## config.mk

```make
export PLATFORM = sky130hd
export DESIGN_NAME = pmon_bank
export DESIGN_NICKNAME = d
export VERILOG_FILES = /design/src/rtl/pmon_pkg.sv /design/src/rtl/pmon_lctl.sv /design/src/rtl/pmon_glb_ctl.sv /design/src/rtl/pmon_cyc_ctr.sv /design/src/rtl/pmon_evt_ctr.sv /design/src/rtl/pmon_bank.sv
export SDC_FILE = /design/constraint.sdc
export NUM_CORES = 2
export LEC_CHECK = 0
export CAP_MARGIN = 20
export CORE_UTILIZATION = 25
export DETAILED_ROUTE_END_ITERATION = 6
export SETUP_SLACK_MARGIN = 0.05
export SLEW_MARGIN = 25
export SYNTH_ARGS = -nofsm -noshare
export SYNTH_HDL_FRONTEND = slang
export SYNTH_SLANG_ARGS = --single-unit
```

## constraint.sdc

```tcl
create_clock -name clk -period 3.62 [get_ports clk]
set_input_delay 0.905 -clock clk [delete_from_list [all_inputs] [get_ports clk]]
set_output_delay 0.905 -clock clk [all_outputs]
set_load 0.02 [all_outputs]
```

## src/rtl/pmon_pkg.sv

```systemverilog
package pmon_pkg;
  localparam int DATA_W      = 32;
  localparam int GLB_OFS     = 32'h40;
  localparam int CTR_BASE    = 32'h50;
  localparam int SEL_W       = 7;
  localparam int SEL_SPAN    = 1 << SEL_W;
  // bit positions decoded by software
  localparam int B_FRZ_ALL   = 31;
  localparam int B_IRQ_EN    = 30;
  localparam int B_FRZ_COND  = 29;
  localparam int B_LFRZ      = 31;
  localparam int B_CND_EN    = 26;
  localparam int B_SEL_LO    = 16;

  typedef enum logic [1:0] {
    SLOT_CTLA   = 2'd0,
    SLOT_CTLB   = 2'd1,
    SLOT_CNT_LO = 2'd2,
    SLOT_CNT_HI = 2'd3
  } slot_e;

  typedef struct packed {
    logic             frz;
    logic             cnd_en;
    logic [SEL_W-1:0] sel;
  } lctl_t;
endpackage

```

## src/rtl/pmon_lctl.sv

```systemverilog
module pmon_lctl
  import pmon_pkg::*;
#(
  parameter bit HAS_SEL = 1'b1
) (
  input  logic              clk,
  input  logic              rst,
  input  logic              we,
  input  lctl_t             wfield,
  output lctl_t             q,
  output logic [DATA_W-1:0] rd_word
);
  logic             frz_q, cnd_q;
  logic [SEL_W-1:0] sel_q;

  always_ff @(posedge clk) begin
    if (rst) begin
      frz_q <= 1'b0;
      cnd_q <= 1'b0;
    end else if (we) begin
      frz_q <= wfield.frz;
      cnd_q <= wfield.cnd_en;
    end
  end

  generate
    if (HAS_SEL) begin : g_sel
      always_ff @(posedge clk) begin
        if (rst)     sel_q <= '0;
        else if (we) sel_q <= wfield.sel;
      end
    end else begin : g_nosel
      assign sel_q = '0;
    end
  endgenerate

  assign q = '{frz: frz_q, cnd_en: cnd_q, sel: sel_q};

  always_comb begin
    rd_word = '0;
    rd_word[B_LFRZ]                  = frz_q;
    rd_word[B_CND_EN]                = cnd_q;
    rd_word[B_SEL_LO +: SEL_W]       = sel_q;
  end
endmodule

```

## src/rtl/pmon_glb_ctl.sv

```systemverilog
module pmon_glb_ctl
  import pmon_pkg::*;
(
  input  logic              clk,
  input  logic              rst,
  input  logic              we,
  input  logic [2:0]        wbits,     // {freeze-all, irq enable, freeze on condition}
  input  logic              ovf_rise_any,
  input  logic              cond_any,
  output logic              frz_all,
  output logic              irq,
  output logic [DATA_W-1:0] rd_word
);
  logic irq_en_q, frz_cond_q, hw_set;

  assign hw_set = ovf_rise_any && irq_en_q && frz_cond_q;

  always_ff @(posedge clk) begin
    if (rst) begin
      frz_all    <= 1'b1;
      irq_en_q   <= 1'b0;
      frz_cond_q <= 1'b0;
      irq        <= 1'b0;
    end else begin
      if (we) begin
        frz_all    <= wbits[2];
        irq_en_q   <= wbits[1];
        frz_cond_q <= wbits[0];
      end
      if (hw_set) frz_all <= 1'b1;
      irq <= irq_en_q && frz_cond_q && cond_any;
    end
  end

  always_comb begin
    rd_word = '0;
    rd_word[B_FRZ_ALL]  = frz_all;
    rd_word[B_IRQ_EN]   = irq_en_q;
    rd_word[B_FRZ_COND] = frz_cond_q;
  end

  // a qualified overflow freezes the bank on the next edge
  p_ovf_freeze_r8: assert property (@(posedge clk) disable iff (rst)
    hw_set |=> frz_all)
    else $error("p_ovf_freeze_r8");

  // the interrupt needs both global enables in the previous cycle
  p_irq_gate_r9: assert property (@(posedge clk) disable iff (rst)
    $rose(irq) |-> $past(irq_en_q && frz_cond_q))
    else $error("p_irq_gate_r9");
endmodule

```

## src/rtl/pmon_cyc_ctr.sv

```systemverilog
module pmon_cyc_ctr
  import pmon_pkg::*;
#(
  parameter int CNT_W = 64
) (
  input  logic              clk,
  input  logic              rst,
  input  logic              frz_all,
  input  logic              lfrz,
  input  logic              cnd_en,
  input  logic              we_lo,
  input  logic              we_hi,
  input  logic [DATA_W-1:0] wdata,
  output logic [DATA_W-1:0] lo_word,
  output logic [DATA_W-1:0] hi_word,
  output logic              ovf_rise,
  output logic              cond
);
  localparam int HI_W = CNT_W - DATA_W;

  logic [CNT_W-1:0] cnt, cnt_nxt;
  logic             run;

  assign run      = !frz_all && !lfrz && !we_lo && !we_hi;
  assign cnt_nxt  = cnt + CNT_W'(1);
  assign ovf_rise = run && cnd_en && !cnt[CNT_W-1] && cnt_nxt[CNT_W-1];
  assign cond     = cnd_en && cnt[CNT_W-1];
  assign lo_word  = cnt[DATA_W-1:0];
  assign hi_word  = DATA_W'(cnt[CNT_W-1:DATA_W]);

  always_ff @(posedge clk) begin
    if (rst) begin
      cnt <= '0;
    end else if (we_lo || we_hi) begin
      if (we_lo) cnt[DATA_W-1:0]     <= wdata;
      if (we_hi) cnt[CNT_W-1:DATA_W] <= wdata[HI_W-1:0];
    end else if (run) begin
      cnt <= cnt_nxt;
    end
  end

  // free-running step of exactly one
  p_cycle_step_r3: assert property (@(posedge clk) disable iff (rst)
    run |=> cnt == $past(cnt) + CNT_W'(1))
    else $error("p_cycle_step_r3");

  // a write to the low half loads it regardless of counting
  p_cycle_write_r7: assert property (@(posedge clk) disable iff (rst)
    we_lo |=> lo_word == $past(wdata))
    else $error("p_cycle_write_r7");
endmodule

```

## src/rtl/pmon_evt_ctr.sv

```systemverilog
module pmon_evt_ctr
  import pmon_pkg::*;
#(
  parameter int CNT_W      = 32,
  parameter int NUM_EVENTS = 96
) (
  input  logic                  clk,
  input  logic                  rst,
  input  logic                  frz_all,
  input  logic                  lfrz,
  input  logic                  cnd_en,
  input  logic [SEL_W-1:0]      sel,
  input  logic [NUM_EVENTS-1:0] evt_in,
  input  logic                  cnt_we,
  input  logic [DATA_W-1:0]     wdata,
  output logic [DATA_W-1:0]     cnt_word,
  output logic                  ovf_rise,
  output logic                  cond
);
  logic [SEL_SPAN-1:0] evt_pad;
  logic [CNT_W-1:0]    cnt, cnt_nxt;
  logic                hit, run;

  // unconnected select codes see a constant zero
  assign evt_pad  = SEL_SPAN'(evt_in);
  assign hit      = evt_pad[sel];
  assign run      = hit && !frz_all && !lfrz && !cnt_we;
  assign cnt_nxt  = cnt + CNT_W'(1);
  assign ovf_rise = run && cnd_en && !cnt[CNT_W-1] && cnt_nxt[CNT_W-1];
  assign cond     = cnd_en && cnt[CNT_W-1];
  assign cnt_word = DATA_W'(cnt);

  always_ff @(posedge clk) begin
    if (rst)         cnt <= '0;
    else if (cnt_we) cnt <= wdata[CNT_W-1:0];
    else if (run)    cnt <= cnt_nxt;
  end

  // frozen counters hold
  p_freeze_hold_r5: assert property (@(posedge clk) disable iff (rst)
    ((frz_all || lfrz) && !cnt_we) |=> $stable(cnt))
    else $error("p_freeze_hold_r5");

  // unconnected select never counts
  p_bad_sel_r6: assert property (@(posedge clk) disable iff (rst)
    ((int'(sel) >= NUM_EVENTS) && !cnt_we) |=> $stable(cnt))
    else $error("p_bad_sel_r6");

  // write wins over increment
  p_write_wins_r7: assert property (@(posedge clk) disable iff (rst)
    cnt_we |=> cnt == $past(wdata[CNT_W-1:0]))
    else $error("p_write_wins_r7");
endmodule

```

## src/rtl/pmon_bank.sv

```systemverilog
module pmon_bank
  import pmon_pkg::*;
#(
  parameter int NUM_EVT_CTR = 10,
  parameter int EVT_CNT_W   = 32,
  parameter int CYC_CNT_W   = 64,
  parameter int NUM_EVENTS  = 96,
  parameter int ADDR_W      = 8
) (
  input  logic                  clk,
  input  logic                  rst,
  input  logic                  bus_wr,
  input  logic                  bus_rd,
  input  logic [ADDR_W-1:0]     bus_addr,
  input  logic [DATA_W-1:0]     bus_wdata,
  output logic [DATA_W-1:0]     bus_rdata,
  input  logic [NUM_EVENTS-1:0] evt_in,
  output logic                  irq
);
  localparam int NUM_CTR = NUM_EVT_CTR + 1;
  localparam int WA_W    = ADDR_W - 2;
  localparam int IDX_W   = WA_W - 2;

  // ---------------- address decode ----------------
  logic [WA_W-1:0]   word_addr, rel;
  logic [IDX_W-1:0]  ctr_idx;
  logic              aligned, glb_hit, in_ctr;
  slot_e             slot;
  logic [NUM_CTR-1:0] ctr_hit;

  assign aligned   = (bus_addr[1:0] == 2'b00);
  assign word_addr = bus_addr[ADDR_W-1:2];
  assign glb_hit   = aligned && (word_addr == WA_W'(GLB_OFS >> 2));
  assign in_ctr    = aligned && (word_addr >= WA_W'(CTR_BASE >> 2));
  assign rel       = word_addr - WA_W'(CTR_BASE >> 2);
  assign ctr_idx   = rel[WA_W-1:2];
  assign slot      = slot_e'(rel[1:0]);

  lctl_t wfield;
  assign wfield = '{frz:    bus_wdata[B_LFRZ],
                    cnd_en: bus_wdata[B_CND_EN],
                    sel:    bus_wdata[B_SEL_LO +: SEL_W]};

  // ---------------- per-counter state ----------------
  logic [NUM_CTR-1:0] ctl_we, cnt_we, ovf_rise, cond;
  lctl_t              lq      [NUM_CTR];
  logic [DATA_W-1:0]  ctl_word[NUM_CTR];
  logic [DATA_W-1:0]  cnt_word[NUM_CTR];
  logic [DATA_W-1:0]  cyc_hi_word, glb_word;
  logic               frz_all, cyc_we_hi;

  assign cyc_we_hi = bus_wr && ctr_hit[0] && (slot == SLOT_CNT_HI);

  genvar g;
  generate
    for (g = 0; g < NUM_CTR; g++) begin : g_ctr
      assign ctr_hit[g] = in_ctr && (ctr_idx == IDX_W'(g));
      assign ctl_we[g]  = bus_wr && ctr_hit[g] && (slot == SLOT_CTLA);
      assign cnt_we[g]  = bus_wr && ctr_hit[g] && (slot == SLOT_CNT_LO);

      pmon_lctl #(.HAS_SEL(g != 0)) u_lctl (
        .clk     (clk),
        .rst     (rst),
        .we      (ctl_we[g]),
        .wfield  (wfield),
        .q       (lq[g]),
        .rd_word (ctl_word[g])
      );

      if (g == 0) begin : g_cyc
        pmon_cyc_ctr #(.CNT_W(CYC_CNT_W)) u_cyc (
          .clk      (clk),
          .rst      (rst),
          .frz_all  (frz_all),
          .lfrz     (lq[g].frz),
          .cnd_en   (lq[g].cnd_en),
          .we_lo    (cnt_we[g]),
          .we_hi    (cyc_we_hi),
          .wdata    (bus_wdata),
          .lo_word  (cnt_word[g]),
          .hi_word  (cyc_hi_word),
          .ovf_rise (ovf_rise[g]),
          .cond     (cond[g])
        );
      end else begin : g_evt
        pmon_evt_ctr #(.CNT_W(EVT_CNT_W), .NUM_EVENTS(NUM_EVENTS)) u_evt (
          .clk      (clk),
          .rst      (rst),
          .frz_all  (frz_all),
          .lfrz     (lq[g].frz),
          .cnd_en   (lq[g].cnd_en),
          .sel      (lq[g].sel),
          .evt_in   (evt_in),
          .cnt_we   (cnt_we[g]),
          .wdata    (bus_wdata),
          .cnt_word (cnt_word[g]),
          .ovf_rise (ovf_rise[g]),
          .cond     (cond[g])
        );
      end
    end
  endgenerate

  // ---------------- global control ----------------
  pmon_glb_ctl u_glb (
    .clk          (clk),
    .rst          (rst),
    .we           (bus_wr && glb_hit),
    .wbits        (bus_wdata[B_FRZ_ALL:B_FRZ_COND]),
    .ovf_rise_any (|ovf_rise),
    .cond_any     (|cond),
    .frz_all      (frz_all),
    .irq          (irq),
    .rd_word      (glb_word)
  );

  // ---------------- registered read path ----------------
  logic [DATA_W-1:0] rd_mux;

  always_comb begin
    rd_mux = '0;
    if (glb_hit) rd_mux = glb_word;
    for (int i = 0; i < NUM_CTR; i++) begin
      if (ctr_hit[i]) begin
        case (slot)
          SLOT_CTLA:   rd_mux = ctl_word[i];
          SLOT_CNT_LO: rd_mux = cnt_word[i];
          SLOT_CNT_HI: if (i == 0) rd_mux = cyc_hi_word;
          default:     rd_mux = '0;
        endcase
      end
    end
  end

  always_ff @(posedge clk) begin
    if (rst)         bus_rdata <= '0;
    else if (bus_rd) bus_rdata <= rd_mux;
  end

  // no interrupt while the bank is held in reset state
  p_irq_low_after_reset_r1: assert property (@(posedge clk)
    $past(rst) |-> !irq)
    else $error("p_irq_low_after_reset_r1");
endmodule

```

==> qor.csv <==
stage,metric,value,unit
worst_hold_path,hold_depth,2,
sta,drv_slew,0,
clocking,cts_tree,built,
placed_design,io_buffers,172,
clocking,cts_buffers,66,
clocking,clk_pin_slew,0.06,ns
placed_design,dp_cells,6802,
sta,worstMarginPinSlew,1.13,ns
synth,async_flop_share,0,
run_status,violations,DRC,
clocking,cts_hold_buf,0,
power_and_ir_drop,clockPowerShare,0.479,
worst_hold_path,worstHoldEndpoint,g_ctr[0].u_lctl.frz_q,
critical_path,critPathArrivalTime,4.07,ns
drt,route.detailed.drc,8,
critical_path,required,4.13,ns
sta,min_period_over_period,0.984,
power_and_ir_drop,p_comb_frac,0.133,
drt,via_per_inst,5.98,
clocking,cts_buffer_depth,3,
floorplanning,start_util,0.253,
global_routing,grt_max_degree,197,
global_routing,grt_pass1_wl,270,mm
run_status,outcome,"complete, but fails checks",
critical_path,startpoint_type,primary input,
power_and_ir_drop,p_leak,15.1,nW
global_routing,grt_pass1_vias,37685,
placed_design,hpwl,142,mm
global_routing,met2_usage,0.356,
run,maxCapViolCount,0,
power_and_ir_drop,max-vdd-ir-drop,0.280,mV
synth,synth.distinct_cells,90,
synth,synth_fp_nets,4675,
global_routing,busiest_layer,met2,
global_routing,grt_usage,0.237,
synth,seq_area_frac_synth,0.269,
floorplanning,coreArea,150000,um^2
synth,netlist_area,38100,um^2
layout,areaGrowthSynthToFinish,26.1,%
drt,vias,41469,
sta,max_clock_freq,0.281,GHz
drt,first_pass_iters,7,
drt,drt.antenna.violating_nets,0,
synth,syn_avg_cell_area,8.42,um^2
critical_path,path_class,primary input to register,
layout,drive_gt1_frac,0.201,
layout,finalNetCount,5013,
critical_path,r2r_start,g_ctr[10].u_lctl.sel_q[0],
layout,finalNonFillerCells,6931,
critical_path,r2r_end,u_glb.frz_all,
placed_design,gp_congestion,1.01,
critical_path,crit_start,evt_in[30],
power_and_ir_drop,sw_frac_of_total,0.280,
floorplanning,die_y,392,um
layout,fill_cells,15685,
critical_path,worstRegToRegCells,11,
synth,synth_warnings,0,
clocking,clock_latency,0.64,ns
critical_path,crit_path_end_kind,register,
clocking,cts_root_buf,clkbuf_16,
synth,synth_edf_count,0,
drt,drt_first_iter_violations,5763,
critical_path,rrSetupSlack,0.13,ns
worst_hold_path,hold_start,g_ctr[0].u_lctl.frz_q,
sta,hold-worst-slack,0.484,ns
floorplanning,io_pins,173,
synth,synth_cells,4524,
floorplanning,chipWidth,392,um
power_and_ir_drop,power_report.internal_total,10.8,mW
floorplanning,die_area,154000,um^2
sta,clock_skew,0.0277,ns
sta,rsz0062_at_grt,yes,
drt,post_drt_wl_per_cell,27.3,um
global_routing,met3_usage,0.0546,
clocking,cts.sink_count,512,
synth,synthFlopType,dfxtp_1,
sta,max-slew-margin-rel,0.249,
sta,setup_viol,0,
power_and_ir_drop,seq_power_share,0.388,
clocking,cts_max_level,3,
floorplanning,num_rows,142,
global_routing,grtUsageMet1,0.314,
sta,finalHoldViolations,0,
global_routing,globalRouteOverflowTotal,0,
sta,layout_min_cycle_time,3.56,ns
global_routing,antenna_found_initial,4,
power_and_ir_drop,powerDensity,311,nW/um^2
synth,ys_ff_latch,512,
critical_path,cp_max_fo,8,
drt,totalWireLength,189,mm
power_and_ir_drop,switchingPower,4.19,mW
worst_hold_path,min_path_type,register to register,
[sequential cells by signal, indices dropped and copies added (netlist names)]
name / cells
u_glb.irq_en_q: 1
g_ctr.g_evt.u_evt.cnt_word: 320
u_glb.frz_all: 1
u_glb.frz_cond_q: 1
g_ctr.u_lctl.sel_q: 70
g_ctr.u_lctl.frz_q: 11
g_ctr.u_lctl.cnd_q: 11
g_ctr.g_cyc.u_cyc.cnt: 64
u_glb.irq: 1
bus_rdata: 32
[synth_stat cells (83+ instances only)]
library cell    n  area share
nor2_1        467       0.046
clkbuf_1      326       0.032
a21oi_1       176       0.023
and4_1         83       0.019
nand3_1       141       0.019
o21ai_0       221       0.029
nand2_1       442       0.044
nor4_1         88       0.014
xnor2_1       169       0.039
dfxtp_1       512        0.27
mux2i_1       144       0.038
inv_1         119       0.012
mux4_2        241        0.14
nor3_1         94       0.012
a211oi_1      270       0.053
a22oi_1        89       0.018
[layout by cell type, fill, tap and decap left out, drive strengths merged, types with 66 or more instances in the layout]
cell           synthesis  final
nand3                141    141
a21oi                176    176
buf                   81    507
mux2i                144    144
a221oi                74     74
nand2                442    442
inv                  119    121
dfxtp                512    512
a22oi                 89     89
clkbuf               326     91
nor4                  88     88
o21ai                223    223
clkdlybuf4s50          0    129
a211oi               271    271
nand4                 66     66
and4                  83     83
mux4                 244    244
nor3                  96     96
xnor2                169    169
nor2                 467    467
[critical path, cell delays in order]
cell             delay (ns)
clkdlybuf4s50_1        0.48
buf_4                  0.20
mux4_2                 0.45
mux4_2                 0.52
mux2_4                 0.33
and2_2                 0.26
o31ai_2                0.37
o221ai_1               0.23
nor3_2                 0.22
a31oi_1                0.11
[kinds of logic after synthesis]
group | Yosys count | share of synthesized area
AOI/OAI and AO/OA | 1169 | 0.212
xor gates and xnor gates | 227 | 0.0522
adders and majority gates | 11 | 0.00361
buffers and inverters | 526 | 0.0560
DFF | 512 | 0.269
muxes | 411 | 0.189
and+or+nand+nor | 1668 | 0.218
[cell type report]
type,count,area (um^2),area share
Clock inverter,28,437,0.00909
Timing Repair Buffer,676,6380,0.133
Multi-Input combinational cell,3487,26100,0.543
Clock buffer,90,1880,0.0392
Sequential cell,512,10300,0.214
Tap cell,2016,2520,0.0525
Antenna cell,3,7.51,0.000156
Inverter,119,447,0.00930
[timing repair]
item                       CTS  global route
gates resized for setup     24            85
buffers inserted             0             5
setup endpoints to repair   37           142
cloned                       0             3
pin swaps                    0            14
[power by group through the flow]
stage	Sequential (mW)	Clock [mW]	Combinational (mW)
2_1_floorplan	5.88	0	0.786
3_3_place_gp	5.91	0	1.89
3_5_place_dp	5.91	0	1.90
4_1_cts	5.79	7.20	1.91
5_1_grt	5.79	7.43	2.05
6_report	5.79	7.16	1.99
[worst max path at each step]
stage	end	slack [ns]	depth (start not counted)
final	u_glb.frz_all	0.06	10
after global placement	u_glb.frz_all	-0.81	12
after CTS	u_glb.frz_all	0.06	13
after global routing	g_ctr[7].g_evt.u_evt.cnt_word[30]	0.04	13
after floorplan	g_ctr[0].g_cyc.u_cyc.cnt[54]	0.19	7
after detailed placement	u_glb.frz_all	-0.78	12
[metrics by stage]
stage | setup TNS [ns] | utilization | cell area [um^2] | setup WS, ns | total power, mW
global placement | -149.00 | 0.301 | 45200 | -0.811 | 7.81
CTS | 0 | 0.316 | 47600 | 0.0563 | 14.9
detailed placement | -158.45 | 0.301 | 45200 | -0.782 | 7.82
finish | 0 | 0.319 | 48000 | 0.0576 | 14.9
global route | 0 | 0.319 | 48000 | 0.0361 | 15.3
floorplan | 0 | - | 38100 | 0.189 | 6.66
[layer usage]
| layer | wire [um] | up-vias |
|---|---|---|
| li1 | - | 18005 |
| met1 | 75500 | 20202 |
| met2 | 80900 | 2686 |
| met3 | 20800 | 572 |
| met4 | 12100 | 4 |
| met5 | 27 | - |
Note: power is estimated with default switching activity, not from simulation.
